$ cat config.mk
export PLATFORM = sky130hd
export DESIGN_NAME = emb_sync_decoder
export DESIGN_NICKNAME = d
export VERILOG_FILES = /design/src/rtl/emb_sync_pkg.sv /design/src/rtl/esd_code_detect.sv /design/src/rtl/esd_timing_fsm.sv /design/src/rtl/esd_delay_line.sv /design/src/rtl/emb_sync_decoder.sv
export SDC_FILE = /design/constraint.sdc
export NUM_CORES = 1
export LEC_CHECK = 0
export ABC_AREA = 1
export BUFFER_PORTS_ARGS = -buffer_cell sky130_fd_sc_hd__buf_4
export CAP_MARGIN = 20
export CORE_AREA = 4 4 65 67
export CTS_CLUSTER_DIAMETER = 100
export DETAILED_ROUTE_END_ITERATION = 12
export DIE_AREA = 0 0 69 71
export PLACE_DENSITY = 0.82
export SYNTH_ARGS = -nofsm -noshare
export SYNTH_HDL_FRONTEND = slang
export SYNTH_SLANG_ARGS = --single-unit
$ cat constraint.sdc
create_clock -name clk -period 1.75 [get_ports clk]
set_clock_uncertainty 0.15 [all_clocks]
set_input_delay 0.0875 -clock clk [delete_from_list [all_inputs] [get_ports clk]]
set_output_delay 0.0875 -clock clk [all_outputs]
set_load 0.05 [all_outputs]
$ cat src/rtl/emb_sync_pkg.sv
package emb_sync_pkg;

    localparam int unsigned BYTE_W       = 8;
    localparam int unsigned PREAMBLE_LEN = 3;
    localparam int unsigned FLAG_END_BIT = 4;
    localparam int unsigned FLAG_VBL_BIT = 5;

    localparam logic [BYTE_W-1:0] PRE_LEAD = 8'hFF;
    localparam logic [BYTE_W-1:0] PRE_FILL = 8'h00;

    typedef struct packed {
        logic [BYTE_W-1:0] data;
        logic              act;
        logic              sol;
        logic              sof;
    } slot_t;

endpackage

$ cat src/rtl/esd_code_detect.sv
module esd_code_detect
    import emb_sync_pkg::*;
#(
    parameter int unsigned DEPTH = PREAMBLE_LEN
) (
    input  logic [DEPTH-1:0][BYTE_W-1:0] hist,
    input  logic                         cur_valid,
    input  logic [BYTE_W-1:0]            cur_byte,
    output logic                         hit,
    output logic                         is_end,
    output logic                         vblank
);

    logic [DEPTH-1:0] match;

    // hist[DEPTH-1] is the oldest byte and must be the lead byte
    for (genvar i = 0; i < DEPTH; i++) begin : g_cmp
        if (i == DEPTH - 1) begin : g_lead
            assign match[i] = (hist[i] == PRE_LEAD);
        end else begin : g_fill
            assign match[i] = (hist[i] == PRE_FILL);
        end
    end

    assign hit    = cur_valid && (&match);
    assign is_end = cur_byte[FLAG_END_BIT];
    assign vblank = cur_byte[FLAG_VBL_BIT];

endmodule

$ cat src/rtl/esd_timing_fsm.sv
module esd_timing_fsm
    import emb_sync_pkg::*;
(
    input  logic              clk,
    input  logic              rst_n,
    input  logic              acc,
    input  logic [BYTE_W-1:0] in_byte,
    input  logic              hit,
    input  logic              is_end,
    input  logic              vblank,
    output slot_t             new_slot,
    output logic              evt,
    output logic              evt_end,
    output logic              evt_vbl
);

    typedef struct packed {
        logic active;
        logic vb_seen;
        logic sol_pend;
        logic sof_pend;
        logic evt;
        logic evt_end;
        logic evt_vbl;
    } fsm_t;

    fsm_t st_d, st_q;

    always_comb begin
        st_d         = st_q;
        st_d.evt     = 1'b0;
        st_d.evt_end = 1'b0;
        st_d.evt_vbl = 1'b0;
        new_slot.data = in_byte;
        new_slot.act  = 1'b0;
        new_slot.sol  = 1'b0;
        new_slot.sof  = 1'b0;
        if (acc) begin
            if (hit) begin
                st_d.evt     = 1'b1;
                st_d.evt_end = is_end;
                st_d.evt_vbl = vblank;
                if (!is_end && !vblank) begin
                    st_d.active   = 1'b1;
                    st_d.sol_pend = 1'b1;
                    st_d.sof_pend = st_q.vb_seen;
                    st_d.vb_seen  = 1'b0;
                end else begin
                    st_d.active   = 1'b0;
                    st_d.sol_pend = 1'b0;
                    st_d.sof_pend = 1'b0;
                    if (vblank) begin
                        st_d.vb_seen = 1'b1;
                    end
                end
            end else begin
                new_slot.act = st_q.active;
                new_slot.sol = st_q.active && st_q.sol_pend;
                new_slot.sof = st_q.active && st_q.sof_pend;
                if (st_q.active) begin
                    st_d.sol_pend = 1'b0;
                    st_d.sof_pend = 1'b0;
                end
            end
        end
    end

    always_ff @(posedge clk) begin
        if (!rst_n) begin
            st_q <= '0;
        end else begin
            st_q <= st_d;
        end
    end

    assign evt     = st_q.evt;
    assign evt_end = st_q.evt_end;
    assign evt_vbl = st_q.evt_vbl;

    AST_SOF_AFTER_BLANK: assert property (@(posedge clk) disable iff (!rst_n)
        $rose(st_q.sof_pend) |-> $past(st_q.vb_seen));

    AST_PEND_NEEDS_LINE: assert property (@(posedge clk) disable iff (!rst_n)
        st_q.sol_pend |-> st_q.active);

endmodule

$ cat src/rtl/esd_delay_line.sv
module esd_delay_line
    import emb_sync_pkg::*;
#(
    parameter int unsigned DEPTH = PREAMBLE_LEN
) (
    input  logic                         clk,
    input  logic                         rst_n,
    input  logic                         push,
    input  logic                         kill,
    input  slot_t                        in_slot,
    output logic [DEPTH-1:0][BYTE_W-1:0] hist,
    output logic                         o_valid,
    output logic [BYTE_W-1:0]            o_data,
    output logic                         o_sol,
    output logic                         o_sof
);

    typedef struct packed {
        slot_t [DEPTH-1:0] slots;
        logic              o_valid;
        logic [BYTE_W-1:0] o_data;
        logic              o_sol;
        logic              o_sof;
    } dl_t;

    dl_t st_d, st_q;

    always_comb begin
        st_d         = st_q;
        st_d.o_valid = 1'b0;
        st_d.o_sol   = 1'b0;
        st_d.o_sof   = 1'b0;
        if (push) begin
            st_d.o_valid = st_q.slots[DEPTH-1].act && !kill;
            st_d.o_sol   = st_q.slots[DEPTH-1].sol && !kill;
            st_d.o_sof   = st_q.slots[DEPTH-1].sof && !kill;
            st_d.o_data  = st_q.slots[DEPTH-1].data;
            for (int i = DEPTH - 1; i > 0; i--) begin
                st_d.slots[i] = st_q.slots[i-1];
                if (kill) begin
                    st_d.slots[i].act = 1'b0;
                    st_d.slots[i].sol = 1'b0;
                    st_d.slots[i].sof = 1'b0;
                end
            end
            st_d.slots[0] = in_slot;
        end
    end

    always_ff @(posedge clk) begin
        if (!rst_n) begin
            st_q <= '0;
        end else begin
            st_q <= st_d;
        end
    end

    for (genvar i = 0; i < DEPTH; i++) begin : g_hist
        assign hist[i] = st_q.slots[i].data;
    end

    assign o_valid = st_q.o_valid;
    assign o_data  = st_q.o_data;
    assign o_sol   = st_q.o_sol;
    assign o_sof   = st_q.o_sof;

    AST_SOL_HAS_VALID: assert property (@(posedge clk) disable iff (!rst_n)
        st_q.o_sol |-> st_q.o_valid);

    AST_SOF_HAS_SOL: assert property (@(posedge clk) disable iff (!rst_n)
        st_q.o_sof |-> st_q.o_sol);

endmodule

$ cat src/rtl/emb_sync_decoder.sv
module emb_sync_decoder
    import emb_sync_pkg::*;
(
    input  logic              clk,
    input  logic              rst_n,
    input  logic              in_valid,
    input  logic [BYTE_W-1:0] in_byte,
    output logic              px_valid,
    output logic [BYTE_W-1:0] px_data,
    output logic              px_sol,
    output logic              px_sof,
    output logic              delim_evt,
    output logic              delim_end,
    output logic              delim_vblank
);

    localparam int unsigned DEPTH = PREAMBLE_LEN;

    logic [DEPTH-1:0][BYTE_W-1:0] hist;
    logic                         code_hit;
    logic                         code_end;
    logic                         code_vbl;
    slot_t                        fresh_slot;

    esd_code_detect #(.DEPTH(DEPTH)) u_detect (
        .hist      (hist),
        .cur_valid (in_valid),
        .cur_byte  (in_byte),
        .hit       (code_hit),
        .is_end    (code_end),
        .vblank    (code_vbl)
    );

    esd_timing_fsm u_fsm (
        .clk      (clk),
        .rst_n    (rst_n),
        .acc      (in_valid),
        .in_byte  (in_byte),
        .hit      (code_hit),
        .is_end   (code_end),
        .vblank   (code_vbl),
        .new_slot (fresh_slot),
        .evt      (delim_evt),
        .evt_end  (delim_end),
        .evt_vbl  (delim_vblank)
    );

    esd_delay_line #(.DEPTH(DEPTH)) u_delay (
        .clk     (clk),
        .rst_n   (rst_n),
        .push    (in_valid),
        .kill    (code_hit),
        .in_slot (fresh_slot),
        .hist    (hist),
        .o_valid (px_valid),
        .o_data  (px_data),
        .o_sol   (px_sol),
        .o_sof   (px_sof)
    );

    AST_DELIM_NOT_PIXEL: assert property (@(posedge clk) disable iff (!rst_n)
        delim_evt |-> !px_valid);

    AST_IDLE_NO_PIXEL: assert property (@(posedge clk) disable iff (!rst_n)
        !$past(in_valid) |-> !px_valid);

    AST_FLAGS_WITH_EVT: assert property (@(posedge clk) disable iff (!rst_n)
        (delim_end || delim_vblank) |-> delim_evt);

endmodule

==> results of run 1 <==
==> report_power, final <==
group / internal, uW / switching, uW / leakage, uW / total (uW)
Clock: 463 / 374 / 0.0000612 / 837
Sequential: 1220 / 35.5 / 0.000419 / 1250
Combinational: 95.8 / 165 / 0.000517 / 261
Total: 1780 / 575 / 0.000998 / 2350
==> registers in the layout (all words and copies together), names as in the netlist <==
signal and cells:
u_delay.hist 24, u_delay.st_q 9, u_delay.o_data 8, u_fsm.st_q 4
u_delay.o_sof 1, u_delay.o_sol 1, u_delay.o_valid 1, u_fsm.evt 1
u_fsm.evt_end 1, u_fsm.evt_vbl 1
==> cell families (layout without fill, tap and decap cells) <==
group                  Yosys count  in the layout  synth area share (%)
buffers and inverters           42             66                  10.1
AND/OR/NAND/NOR                 90             90                  20.0
AO/OA/AOI/OAI                   73             73                  18.5
flip-flops                      51             51                  51.4
==> per-layer routing <==
metal | GRT usage, % | up-vias
met3 | 4.69 | 8
met4 | 8.46 | 0
met1 | 21.5 | 739
met5 | 0 | -
li1 | - | 868
met2 | 25.2 | 38
==> metrics by stage <==
stage          instances  hold slack, ps  total power (uW)  cell area (um2)  util, %
6_report             328            49.4              2350             2350     64.6
5_1_grt              328            54.5              2460             2350     64.6
2_1_floorplan        256            86.9              1460             1990        -
3_5_place_dp         309             221              1520             2120     58.4
3_3_place_gp         309             214              1520             2120     58.4
4_1_cts              326            36.5              2360             2330     64.2
==> timing repair <==
action                                  4_1_cts  5_1_grt
endpoints found under the setup margin        0        2
buffers inserted                              0        2
hold buffers                                  9        0
hold endpoints to repair                     17        0
==> path summary, 6_finish.rpt <==
check                       end
setup / recovery  u_fsm.evt_vbl
hold / removal    u_fsm.st_q[5]
setup reg to reg  u_fsm.st_q[3]
hold reg to reg   u_delay.o_sol
==> placed cells by master (no fill, tap or decap), drive strengths merged <==
cell type / n
dfxtp: 51
a31oi: 1
inv: 20
a21oi: 35
nand2: 36
nor2: 43
o21ai: 37
dlygate4sd3: 9
clkbuf: 6
nand3: 5
clkinv: 1
bufinv: 1
nand4: 3
nor3: 2
buf: 29
nand3b: 1
==> layout make-up <==
cell class / count / area (um2)
Multi-Input combinational cell: 163 / 764
Sequential cell: 51 / 1020
Clock inverter: 2 / 35.0
Timing Repair Buffer: 38 / 308
Inverter: 20 / 75.1
Fill cell: 330 / 1290
Tap cell: 48 / 60.1
Clock buffer: 6 / 82.6
==> worst min-delay path, cell delays in order <==
cell and delay [ps]:
buf_4 220, nand2_1 110, nor2_1 40
==> qor.txt, run 1 <==
Status - complete, no violations
Hpwl dp - 2.63 mm
Overflow after GRT - 0
Met1 Routed Length - 1.86 mm
Crit. End Element - flop
Fin nets - 290
Data required time of the worst path - 1830 ps
Wire per inst - 12.0 um
Core area - 3630 um2
Startpoint Class - primary input
Clock root cell - clkbuf_8
Main synth FF type - dfxtp_1
RSZ-0062 raised after global routing - false
Post-synth top area share - 51.4%
Vias per cell - 5.04
I/O pin total - 25
Synth Instances - 256
Pwr dens - 1000 nW/um2
Least-Margin Pin Slew - 336 ps
Met2 wire length - 1.82 mm
Overall routed net length - 3.95 mm
Initial Util - 54.7%
CP delay by family, top - buffers and inverters
FP Rows - 22
Static leakage - 0.000998 uW
CTS buffer count - 5
CTS resizes - 0
Initial antenna violation count - 0
Seq/Total Area, Yosys - 51.4%
DP Worst Slack - 177 ps
Final clock period utilization by the worst path - 87.6%
Setup CP Type - primary input to flop
Full die area - 4900 um2
Final Hold Vio Count - 0
Antenna-violating nets left - 0
Hold wc startpoint - rst_n
Area Growth Syn to Fin - 18.1%
Area contributors post-synth - dfxtp_1 (51%), o21ai_0 (9.3%), a21oi_1 (8.8%), nor2_1 (7.9%), nand2_1 (6.4%)
Post-route minimum period - 1530 ps
Bufs and invs on worst path - 3
CTS tree - yes
# setup viols final - 0
Die Ht - 71 um
Setup TNS - 0 ps
Yosys warnings - 0
Met3 routed wirelength - 185 um
CTS H-tree depth - 2
Max layer used - met4
Post-synth top area cell - dfxtp_1
1st-iter DRT viols - 184
Ratio of cells with drive above 1 in the final layout - 16.1%
Most common library cells after synthesis - dfxtp_1 (51), nor2_1 (42), o21ai_0 (37)
CTS clock-pin slew for the worst setup and hold paths - 90 ps
Hold Crit Class - primary input to flop
Drt first pass iters - 4
Max Clock Freq - 652 MHz
Gpl congestion - 0.854
Ys async rst share - 0%
DR vias - 1653
Worst setup startpoint - in_valid
Antenna cells - 0
Worst Hold Depth - 3
Most numerous cell in the Yosys netlist - dfxtp_1
Syn Area/Cell - 7.76 um2
Max cap viols - 0
DR DRC count - 0
CP max-delay cell - dlygate4sd3_1
Vias in the first global route - 1436
Crit path cell chain - dlygate4sd3_1 -> buf_4 -> buf_4 -> nand2_1 -> nor3_2
Flops & latches, synth - 51
Max-slew violations - 0
I/O Buffers - 24
Post-synthesis cell area - 1990 um2
CP max stage delay - 530 ps
Peak VDD IR - 0.693 mV
Sinks on the clock net - 51
Syn Nets - 267
Global-route wire length before repair - 6.60 mm
Reg2Reg Setup Slack - 270 ps
Critical Path Most Common Cell - buf_4
Max FO, Critical Path - 42
Die width - 69 um
Post-synth EDFFs - 0
Clk_lat worst skew - 300 ps
Critical Path Stages - 5
Longest Clk Path Bufs - 2
Critical R2R Launch - u_delay.hist[8]
GRT Overall Usage - 16.6%
Unique cell type count in the Yosys netlist - 20
Worst-case reg-to-reg path depth - 10
Slew HR - 77.6%
Critical Path AT - 1610 ps
Largest net degree at the start of global routing - 43
Final worst setup slack - 216 ps
No activity file was read; power rests on OpenSTA's default activity.
==> run 2, diff against run 1 <==
--- a/config.mk
+++ b/config.mk
@@ -5,7 +5,6 @@
 export SDC_FILE = /design/constraint.sdc
 export NUM_CORES = 1
 export LEC_CHECK = 0
-export ABC_AREA = 1
 export BUFFER_PORTS_ARGS = -buffer_cell sky130_fd_sc_hd__buf_4
 export CAP_MARGIN = 20
 export CORE_AREA = 4 4 65 67
==> qor.txt, run 2 <==
Status - finished, violations left (was complete, no violations)
Violated checks - setup timing
Switching power total - 453 uW (was 575 uW)
Static leakage - 0.00105 uW (was 0.000998 uW)
Sequential Power Share - 57.7% (was 53.3%)
DR vias - 1527 (was 1653)
Slew HR - 55.7% (was 77.6%)
Core area - 3630 um2 (unchanged)
Pwr dens - 850 nW/um2 (was 1000 nW/um2)
CTS buffer count - 5 (unchanged)
I/O Buffers - 24 (unchanged)
GRT Overall Usage - 16.3% (was 16.6%)
Max FO, Critical Path - 5 (was 42)
Wire per inst - 13.5 um (was 12.0 um)
Antenna-violating nets left - 0 (unchanged)
CTS clock-pin slew for the worst setup and hold paths - 90 ps (about the same)
Flops & latches, synth - 51 (unchanged)
Main synth FF type - dfxtp_1 (unchanged)
DR DRC count - 0 (unchanged)
Peak VDD IR - 0.661 mV (was 0.693 mV)
Unique cell type count in the Yosys netlist - 30 (was 20)
Critical Path AT - 1960 ps (was 1610 ps)
Overflow after GRT - 0 (unchanged)
Commonest cells after routing, fill and taps aside - dfxtp_1 (50), buf_4 (42), nor2_1 (34) (was dfxtp_1 (51), nor2_1 (42), o21ai_0 (37))
Most common library cells after synthesis - dfxtp_1 (51), nor2_1 (34), mux2i_1 (31) (was dfxtp_1 (51), nor2_1 (42), o21ai_0 (37))
Largest net degree at the start of global routing - 54 (was 43)
Switching Share - 21.8% (was 24.5%)
Int Pwr - 1620 uW (was 1780 uW)
Ys async rst share - 0% (unchanged)
Post-synth top area share - 52.0% (was 51.4%)
Initial antenna violation count - 0 (unchanged)
Area Growth Syn to Fin - 24.5% (was 18.1%)
Full die area - 4900 um2 (unchanged)
Worst-case reg-to-reg path depth - 4 (was 10)
Max cap viols - 0 (unchanged)
Clk_lat worst skew - 300 ps (about the same)
Ratio of cells with drive above 1 in the final layout - 22.8% (was 16.1%)
# setup viols final - 19 (was 0)
Setup CP Type - flop to flop (was primary input to flop)
Syn Area/Cell - 9.76 um2 (was 7.76 um2)
Crit. End Element - flop (unchanged)
Antenna cells - 0 (unchanged)
Clock share of power - 34.6% (was 35.6%)
Least-Margin Pin Slew - 664 ps (was 336 ps)
Data required time of the worst path - 1780 ps (was 1830 ps)
Bufs and invs on worst path - 0 (was 3)
Setup TNS - -2260 ps (was 0 ps)
1st-iter DRT viols - 151 (was 184)
Post-synth EDFFs - 0 (unchanged)
Critical Path Stages - 4 (was 5)
CTS H-tree depth - 2 (unchanged)
Syn Nets - 212 (was 267)
Final worst setup slack - -174 ps (was 216 ps)
Max reg flops - 24 (unchanged)
Die width - 69 um (unchanged)
CP delay by family, top - simple AND/OR/NAND/NOR gates (was buffers and inverters)
Initial Util - 54.0% (was 54.7%)
Vias in the first global route - 1383 (was 1436)
Final Util - 67.2% (was 64.6%)
Post-synthesis cell area - 1960 um2 (was 1990 um2)
FP Rows - 22 (unchanged)
CP max stage delay - 540 ps (was 530 ps)
Post-synth top area cell - dfxtp_1 (unchanged)
Crit path cell chain - or4b_4 -> or4_4 -> o21ai_1 -> a31oi_1 (was dlygate4sd3_1 -> buf_4 -> buf_4 -> nand2_1 -> nor3_2)
Max-slew violations - 0 (unchanged)
Gpl congestion - 0.802 (was 0.854)
DP Worst Slack - -282 ps (was 177 ps)
Drt first pass iters - 4 (unchanged)
Yosys warnings - 0 (unchanged)
Longest Clk Path Bufs - 2 (unchanged)
Startpoint Class - flop (was primary input)
Worst Hold Depth - 4 (was 3)
Sinks on the clock net - 51 (unchanged)
I/O pin total - 25 (unchanged)
Clock root cell - clkbuf_8 (unchanged)
Final Hold Vio Count - 0 (unchanged)
Hold Crit Class - primary input to flop (unchanged)
CP max-delay cell - or4b_4 (was dlygate4sd3_1)
Final clock period utilization by the worst path - 110% (was 87.6%)
Area contributors post-synth - dfxtp_1 (52%), mux2i_1 (16%), nor2_1 (6.5%), buf_4 (3.1%), nand2b_1 (2.6%) (was dfxtp_1 (51%), o21ai_0 (9.3%), a21oi_1 (8.8%), nor2_1 (7.9%), nand2_1 (6.4%))
Hpwl dp - 2.54 mm (was 2.63 mm)
CTS tree - yes (unchanged)
Most numerous cell in the Yosys netlist - dfxtp_1 (unchanged)
RSZ-0062 raised after global routing - true (was false)
Post-route minimum period - 1920 ps (was 1530 ps)
Global-route wire length before repair - 6.39 mm (was 6.60 mm)
Commonest non-fill, non-tap cell in the layout - dfxtp_1 (unchanged)
Comb pwr share - 7.7% (was 11.1%)
Overall routed net length - 3.91 mm (was 3.95 mm)
Die Ht - 71 um (unchanged)
Max Clock Freq - 520 MHz (was 652 MHz)
Synth Instances - 201 (was 256)
Seq/Total Area, Yosys - 52.0% (was 51.4%)
Fin nets - 251 (was 290)
Vias per cell - 5.28 (was 5.04)
[run 2: cell count changes after synthesis, moves of 4 or more]
cell,delta
nand2b_1,+8
o21ai_0,-33
a21oi_1,-26
inv_1,-17
and3_1,+4
nand2_1,-26
nor2_1,-8
mux2i_1,+31
o211ai_1,+6
[run 2: worst register-to-register path, delay by kind of cell, from the launching register on]
kind	cells	cell delay [ps]
AO/OA/AOI/OAI	2	300
AND/OR/NAND/NOR	2	1030
flip-flops	1	330
[run 2: cell type report]
cell class                      count  area, um2
Clock buffer                        8        100
Timing Repair Buffer               51        405
Fill cell                         304       1190
Sequential cell                    51       1020
Inverter                            2       7.51
Tap cell                           48       60.1
Multi-Input combinational cell    129        847
[run 2: final timing paths]
kind,to,slack [ps],from
max reg2reg,u_fsm.st_q[4],-170,u_delay.hist[14]
min reg2reg,u_fsm.st_q[5],320,u_fsm.st_q[5]
max,u_fsm.st_q[4],-170,u_delay.hist[14]
min,u_delay.o_data[7],70,in_valid
[run 2: power by group through the flow]
stage	registers (uW)	logic [uW]	clock network [uW]
after floorplan	1220	95.0	0
after global placement	1220	139	0
after detailed placement	1230	142	0
after CTS	1200	159	737
after global routing	1200	175	797
final	1200	160	718
[run 2: stage by stage]
stage                     total power (uW)  hold slack [ps]  std cells  area, um2
after floorplan                       1310             57.6        201       1960
after global placement                1360              171        271       2220
after detailed placement              1370              179        271       2220
after CTS                             2090             12.3        289       2440
after global routing                  2170             96.3        289       2440
final                                 2080             65.1        289       2440
[run 2: timing repair]
item / in CTS / in global routing
setup endpoints to repair: 17 / 19
resized for setup: 4 / 6
buffers inserted: 1 / 0
hold buffers: 9 / 0
endpoints found under the hold margin: 17 / 0
pin swaps: 1 / 8
cloned: 0 / 1
[run 2: metal layers]
layer	part of all wire, %	vias to the layer above	GRT usage, %
met1	45	710	19.7
met3	5.8	12	6.39
met2	47	44	25.5
li1	-	761	-
met5	0	-	0
met4	2.6	0	7.81
[run 2: kinds of logic (layout without fill, tap and decap cells)]
kind of cell	Yosys count	in the layout	synth area share (%)
and+or+nand+nor	74	75	18.9
DFF	51	51	52.0
muxes	31	31	15.8
AOI/OAI and AO/OA	23	23	7.08
buffers and inverters	22	61	6.12
==> run 3, diff against run 2 <==
--- a/config.mk
+++ b/config.mk
@@ -12,6 +12,7 @@
 export DETAILED_ROUTE_END_ITERATION = 12
 export DIE_AREA = 0 0 69 71
 export PLACE_DENSITY = 0.82
+export REMOVE_ABC_BUFFERS = 1
 export SYNTH_ARGS = -nofsm -noshare
 export SYNTH_HDL_FRONTEND = slang
 export SYNTH_SLANG_ARGS = --single-unit
==> qor.txt, run 3 (synthesized netlist as in run 2, its figures left out) <==
Status - finished, violations left (unchanged)
Violated checks - setup timing (unchanged)
Die Ht - 71 um (unchanged)
Wire per inst - 13.7 um (was 13.5 um)
Sinks on the clock net - 51 (unchanged)
Overflow after GRT - 0 (unchanged)
Crit. End Element - flop (unchanged)
Vias in the first global route - 1430 (was 1383)
Peak VDD IR - 0.563 mV (was 0.661 mV)
Data required time of the worst path - 1770 ps (was 1780 ps)
GRT Overall Usage - 16.0% (was 16.3%)
Setup CP Type - flop to flop (unchanged)
Commonest non-fill, non-tap cell in the layout - dfxtp_1 (unchanged)
Core area - 3630 um2 (unchanged)
DP Cell Count - 272 (was 271)
Max FO, Critical Path - 5 (unchanged)
Final clock period utilization by the worst path - 111% (was 110%)
Fill cells - 309 (was 304)
Post-route cell area - 2470 um2 (was 2440 um2)
Antenna-violating nets left - 0 (unchanged)
Slew HR - 54.9% (was 55.7%)
Vias per cell - 5.26 (was 5.28)
Gpl congestion - 0.728 (was 0.802)
Antenna cells - 0 (unchanged)
Power, Total - 1970 uW (was 2080 uW)
1st-iter DRT viols - 111 (was 151)
CTS clock-pin slew for the worst setup and hold paths - 80 ps (was 90 ps)
Full die area - 4900 um2 (unchanged)
I/O pin total - 25 (unchanged)
RSZ-0062 raised after global routing - true (unchanged)
Max Clock Freq - 515 MHz (was 520 MHz)
DR vias - 1514 (was 1527)
Pwr dens - 801 nW/um2 (was 850 nW/um2)
Final Hold Vio Count - 0 (unchanged)
Max reg flops - 24 (unchanged)
Drt first pass iters - 4 (unchanged)
# setup viols final - 17 (was 19)
CTS H-tree depth - 2 (unchanged)
CTS tree - yes (unchanged)
Cell Area, Placed - 2230 um2 (was 2220 um2)
Area Growth Syn to Fin - 25.7% (was 24.5%)
FP Rows - 22 (unchanged)
I/O Buffers - 24 (unchanged)
Longest Clk Path Bufs - 2 (unchanged)
Hpwl dp - 2.46 mm (was 2.54 mm)
Critical Path AT - 1960 ps (about the same)
Final worst setup slack - -191 ps (was -174 ps)
Clk_lat worst skew - 300 ps (about the same)
Global-route wire length before repair - 6.44 mm (was 6.39 mm)
Die width - 69 um (unchanged)
Clock root cell - clkbuf_8 (unchanged)
DR DRC count - 0 (unchanged)
Fin cells - 288 (was 289)
Least-Margin Pin Slew - 676 ps (was 664 ps)
Max-slew violations - 0 (unchanged)
Hold Crit Class - primary input to flop (unchanged)
Post-route minimum period - 1940 ps (was 1920 ps)
Commonest cells after routing, fill and taps aside - dfxtp_1 (51), buf_4 (43), nor2_1 (33) (was dfxtp_1 (50), buf_4 (42), nor2_1 (34))
Setup TNS - -2320 ps (was -2260 ps)
CTS buffer count - 5 (unchanged)
Initial antenna violation count - 0 (unchanged)
Overall routed net length - 3.94 mm (was 3.91 mm)
Largest net degree at the start of global routing - 54 (unchanged)
Area of the multi-input gates - 892 um2 (was 847 um2)
Startpoint Class - flop (unchanged)
Fin nets - 252 (was 251)
Max cap viols - 0 (unchanged)
Final Util - 67.9% (was 67.2%)
Initial Util - 54.0% (unchanged)
Static leakage - 0.00105 uW (about the same)
Register area - 1020 um2 (about the same)
Ratio of cells with drive above 1 in the final layout - 25.4% (was 22.8%)
run 3: changes by cell type in the layout (fill, tap and decap cells not counted), moves of 2 or more:
cell,change
and3_4,+3
and3_1,-3
clkbuf_8,-2
nor3_2,+2
nor3_1,-2
run 3: layout make-up:
class / instances / area share, %
flip-flops and latches: 51 / 41.4
repair buffers: 52 / 16.7
clock buffers: 6 / 2.94
multi-input cells: 129 / 36.2
inverters: 2 / 0.304
well taps: 48 / 2.44
run 3: power by group:
group / leakage (uW) / switching [uW] / internal, uW
sequential: 0.000413 / 14.0 / 1180
clock: 0.0000371 / 348 / 267
combinational: 0.000602 / 81.8 / 82.3
run 3: path summary, 6_finish.rpt:
path	start	to	slack (ps)	cells after the start
max	u_delay.hist[14]	u_fsm.st_q[4]	-190	4
min	in_valid	u_delay.o_data[7]	130	4
max reg2reg	u_delay.hist[14]	u_fsm.st_q[4]	-190	4
min reg2reg	u_delay.st_q[35]	u_delay.st_q[35]	330	2
run 3: per-layer routing:
layer	vias up	routed length (um)	global-route usage, %
li1	758	-	-
met1	696	1700	19.7
met2	49	1910	26.5
met3	11	235	3.84
met4	0	90	7.16
met5	-	0	0
run 3: timing repair:
action / in CTS / in global routing
resized for setup: 9 / 9
endpoints found under the hold margin: 15 / 0
buffers inserted: 0 / 1
gates cloned: 0 / 1
setup endpoints to repair: 18 / 19
pin swaps: 2 / 9
hold buffers: 9 / 0
run 3: worst max-delay path: stages (launching register included):
cell	delay, ps
dfxtp_1	320
or4b_4	560
or4_4	500
o21ai_0	190
a31oi_1	100
run 3: stage by stage:
step | hold slack, ps | setup WS, ps
6_report | 126 | -191
5_1_grt | 137 | -263
4_1_cts | 37.2 | -232
3_5_place_dp | 178 | -271
3_3_place_gp | 169 | -195
2_1_floorplan | 55.0 | -233
